## config.mk

```make
export PLATFORM = sky130hd
export DESIGN_NAME = edge_tally
export DESIGN_NICKNAME = d
export VERILOG_FILES = /design/src/rtl/edge_tally_pkg.sv /design/src/rtl/edge_tally_detect.sv /design/src/rtl/edge_tally_counter.sv /design/src/rtl/edge_tally.sv
export SDC_FILE = /design/constraint.sdc
export NUM_CORES = 1
export LEC_CHECK = 0
export BUFFER_PORTS_ARGS = -buffer_cell sky130_fd_sc_hd__buf_2
export CAP_MARGIN = 25
export CORE_MARGIN = 4
export CORE_UTILIZATION = 52
export DETAILED_ROUTE_END_ITERATION = 6
export PLACE_DENSITY_LB_ADDON = 0.25
export REMOVE_ABC_BUFFERS = 1
export SLEW_MARGIN = 20
export SYNTH_ARGS = -nofsm -noshare
export SYNTH_HDL_FRONTEND = slang
export SYNTH_SLANG_ARGS = --single-unit
```

## constraint.sdc

```tcl
create_clock -name clk -period 1.85 [get_ports clk]
set_input_delay 0.185 -clock clk [delete_from_list [all_inputs] [get_ports clk]]
set_output_delay 0.185 -clock clk [all_outputs]
set_load 0.01 [all_outputs]
```

## src/rtl/edge_tally_pkg.sv

```systemverilog
// Shared constants for the transition counter: indices of the two
// count directions and the number of directions.
package edge_tally_pkg;
    localparam int DIR_RISE = 0;
    localparam int DIR_FALL = 1;
    localparam int NUM_DIR  = 2;
endpackage

```

## src/rtl/edge_tally_detect.sv

```systemverilog
// Transition detector. Keeps the previous sample of the monitored line
// and flags a low-to-high or high-to-low change for the current cycle.
// Assumes sig_in is synchronous to clk. During reset the stored sample
// follows the line, so no spurious flag follows reset release.
module edge_tally_detect
    import edge_tally_pkg::*;
(
    input  logic               clk,
    input  logic               rst_n,
    input  logic               sig_in,
    output logic [NUM_DIR-1:0] evt
);
    logic prev_q;

    // Store the line level seen at every edge, reset included.
    always_ff @(posedge clk) begin
        prev_q <= sig_in;
    end

    // Decode direction of change between stored and present level.
    always_comb begin
        evt           = '0;
        evt[DIR_RISE] = rst_n & sig_in & ~prev_q;
        evt[DIR_FALL] = rst_n & ~sig_in & prev_q;
    end
endmodule

```

## src/rtl/edge_tally_counter.sv

```systemverilog
// Wrap-around event counter. Adds one on each edge where inc is high;
// the sum rolls from all-ones to zero. Synchronous active-low reset.
module edge_tally_counter #(
    parameter int CNT_W = 16
) (
    input  logic             clk,
    input  logic             rst_n,
    input  logic             inc,
    output logic [CNT_W-1:0] count
);
    localparam logic [CNT_W-1:0] STEP = CNT_W'(1);

    // Clear on reset, otherwise advance modulo 2**CNT_W on inc.
    always_ff @(posedge clk) begin
        if (!rst_n) begin
            count <= '0;
        end else if (inc) begin
            count <= count + STEP;
        end
    end
endmodule

```

## src/rtl/edge_tally.sv

```systemverilog
// Dual-direction transition counter top. One detector feeds one
// wrap-around counter per direction; both counts drive the outputs
// continuously. Assumes sig_in is already synchronous to clk.
module edge_tally
    import edge_tally_pkg::*;
#(
    parameter int CNT_W = 16
) (
    input  logic             clk,
    input  logic             rst_n,
    input  logic             sig_in,
    output logic [CNT_W-1:0] rise_cnt,
    output logic [CNT_W-1:0] fall_cnt
);
    logic [NUM_DIR-1:0] evt;
    logic [CNT_W-1:0]   cnt_arr [NUM_DIR];

    edge_tally_detect u_detect (
        .clk    (clk),
        .rst_n  (rst_n),
        .sig_in (sig_in),
        .evt    (evt)
    );

    // One counter per transition direction.
    for (genvar d = 0; d < NUM_DIR; d++) begin : g_dir
        edge_tally_counter #(.CNT_W(CNT_W)) u_cnt (
            .clk   (clk),
            .rst_n (rst_n),
            .inc   (evt[d]),
            .count (cnt_arr[d])
        );
    end

    assign rise_cnt = cnt_arr[DIR_RISE];
    assign fall_cnt = cnt_arr[DIR_FALL];
endmodule

```

==> run_results.csv <==
group,metric,value,unit
synthesis,synth_async_sr_flop_share,0,
sta,setup_slack,93.04,ps
setup_path,cp_slowest_cell,"or4_4",
routing,drt-total-wl,3303,um
run_status,status,"finished clean",
power,total_power,1.193,mW
synthesis,synth_seq_cells,33,
floorplanning,dieArea,0.003703,mm^2
routing,ant_nets,0,
setup_path,timing_worst_setup_path_type,"register to register",
placement,place_congestion,0.8127,
min_path,hold_class,"input pin to register",
routing,vias,1342,
synthesis,yosysMostFrequentCell,"dfxtp_1",
routing,routedWlPerCell,13.65,um
layout,antenna_cells,0,
sta,tns,0,ps
clocking,htreeDepth,2,
setup_path,slowest_delay,550,ps
floorplanning,core.rowCount,18,
clocking,cts.sinks,33,
layout,fin_cells,242,
power,vdd_drop_max,0.5801,mV
routing,drt_iter0_drc,70,
placement,dp_cells,235,
global_routing,antenna_found_initial,0,
power,p_leak,0.7260,nW
synthesis,ys_seq_area_frac,0.4548,
layout,design_area,0.001764,mm^2
floorplanning,ioPinCount,35,
sta,final_hold_viol_count,0,
synthesis,syn_inst,166,
placement,place_hpwl,2503,um
floorplanning,initial_core_util,0.5658,
sta,setup_viol,0,
floorplanning,die_w,60.86,um
layout,area_delta_synth_final,21.45,%
sta,hold_ws,3.949,ps
synthesis,ys_types,26,
synthesis,syn_area,0.001453,mm^2
clocking,numCtsBuffers,5,
setup_path,worstPathArrival,2030,ps
global_routing,grt_first_pass_wirelength,5520,um
sta,post-route-period-util,0.9497,
setup_path,end_kind,"register",
sta,skew,6.818,ps
global_routing,gr-usage-all-layers,0.2023,
layout,fin_util,0.6871,
routing,drc,0,
job,max_cap_violations,0,
synthesis,synth_top_cell_by_area,"dfxtp_1",
floorplanning,die_h,60.86,um
synthesis,synth_area_per_cell,8.751,um^2
global_routing,grt_pass1_vias,1297,
setup_path,critPathMaxFanout,6,
placement,pre_cts_slack,62.06,ps
synthesis,synthFlopType,"dfxtp_1",
synthesis,yosys.area.top_type_share,0.4548,
placement,place_area,0.001705,mm^2
clocking,cts_tree,"yes",
layout,drive_above_1_share,0.2642,
routing,dr.pass1.iters,4,
power,p_per_area,676.1,mW/mm^2
sta,worst_pin_slew,424.8,ps
placement,numPortBuffers,34,
setup_path,path_delay_family,"simple AND/OR/NAND/NOR gates",
floorplanning,coreArea,0.002567,mm^2
sta,max_freq,569.2,MHz
synthesis,ys.warnings.count,0,
setup_path,critPathRequiredTime,2130,ps
clocking,path_clk_slew,100,ps
clocking,cts_root_buffer,"clkbuf_4",
setup_path,crit_path_start_kind,"register",
setup_path,path_cells,"nand4_1, or4_4, or3_1, a21oi_1",
setup_path,cp_num_buf_inv,0,
global_routing,grt_max_degree,13,
synthesis,ys_top_cells_by_area,"dfxtp_1, xnor2_1, nor2_1",
synthesis,yosys-top-cells-count,"dfxtp_1, nor2_1, xnor2_1",
clocking,clk_path_buf_depth,2,
routing,post_drt_via_cell_ratio,5.545,
layout,nNetsFinal,217,
clocking,clock_latency,340,ps
sta,maxSlewViolCount,0,
synthesis,synth_edf_count,0,
clocking,hold_buffers,0,
global_routing,grt-ovfl-total,0,
sta,period_needed,1757,ps
sta,slew_headroom,0.7142,
-- report_power, final --
part           switching [mW]  total, mW  internal, mW  leakage [nW]
Clock                   0.235      0.414         0.179        0.0314
Combinational          0.0317     0.0538        0.0221         0.427
Sequential            0.00810      0.725         0.717         0.268
-- metal layers --
metal,up-vias,global-route usage,share of wire
li1,669,-,-
met1,619,0.2206,0.41
met2,47,0.3542,0.49
met3,7,0.08085,0.075
met4,0,0.07121,0.019
met5,-,0,0
-- cell type report --
cell class,count,area [um^2]
inverters,5,18.77
clock buffers,7,55.05
fillers,218,803.3
multi-input cells,123,743.2
repair buffers,44,245.2
well taps,30,37.54
flip-flops and latches,33,664.4
-- state kept, by name (all words and copies together) (netlist names) --
signal / flops
u_detect.prev_q: 1
g_dir.u_cnt.count: 32
-- timing repair --
action	CTS	global route
resized for setup	0	3
buffers inserted	0	0
setup endpoints to repair	0	2
-- worst register-to-register path: cells and delay by family, from the launching register on --
| family | cells | cell delay (ps) |
|---|---|---|
| and+or+nand+nor | 3 | 1110 |
| DFF | 1 | 420 |
| AOI/OAI and AO/OA | 1 | 170 |
-- layout by cell type, fill, tap and decap left out, types with 2 or more instances in the layout --
cell type   n
xor2_1      4
nand4_1     5
or3_1       8
or4_4       2
and3_1      2
a21oi_1     9
buf_2      34
o21ai_0     8
mux2i_1     4
nor2b_1     2
buf_4      10
clkbuf_4    5
dfxtp_1    30
nor3_1      5
nor2_1     20
ha_1        2
nand2_1    12
nor4_1      7
dfxtp_2     3
inv_1       5
nand2b_1    4
nand3_1    11
xnor2_1    15
-- kinds of logic (layout without fill, tap and decap cells) --
group                    Yosys count  count (layout)  share of synthesized area
AO/OA/AOI/OAI                     17              17                    0.05857
AND/OR/NAND/NOR                   81              81                     0.2937
flip-flops                        33              33                     0.4548
XOR/XNOR                          19              19                     0.1146
buffers and inverters             10              56                    0.03359
adder cells (fa/ha/maj)            2               2                    0.01722
multiplexers                       4               4                    0.02756
-- path summary, 6_finish.rpt --
check                                start                  endpoint  slack, ps  cells past startpoint
setup reg to reg   g_dir[0].u_cnt.count[7]  g_dir[0].u_cnt.count[15]         90                      4
hold / removal                      sig_in           u_detect.prev_q          4                      1
hold reg to reg   g_dir[1].u_cnt.count[15]  g_dir[1].u_cnt.count[15]        480                      2
setup / recovery   g_dir[0].u_cnt.count[7]  g_dir[0].u_cnt.count[15]         90                      4
(Power assumes the default switching activity.)
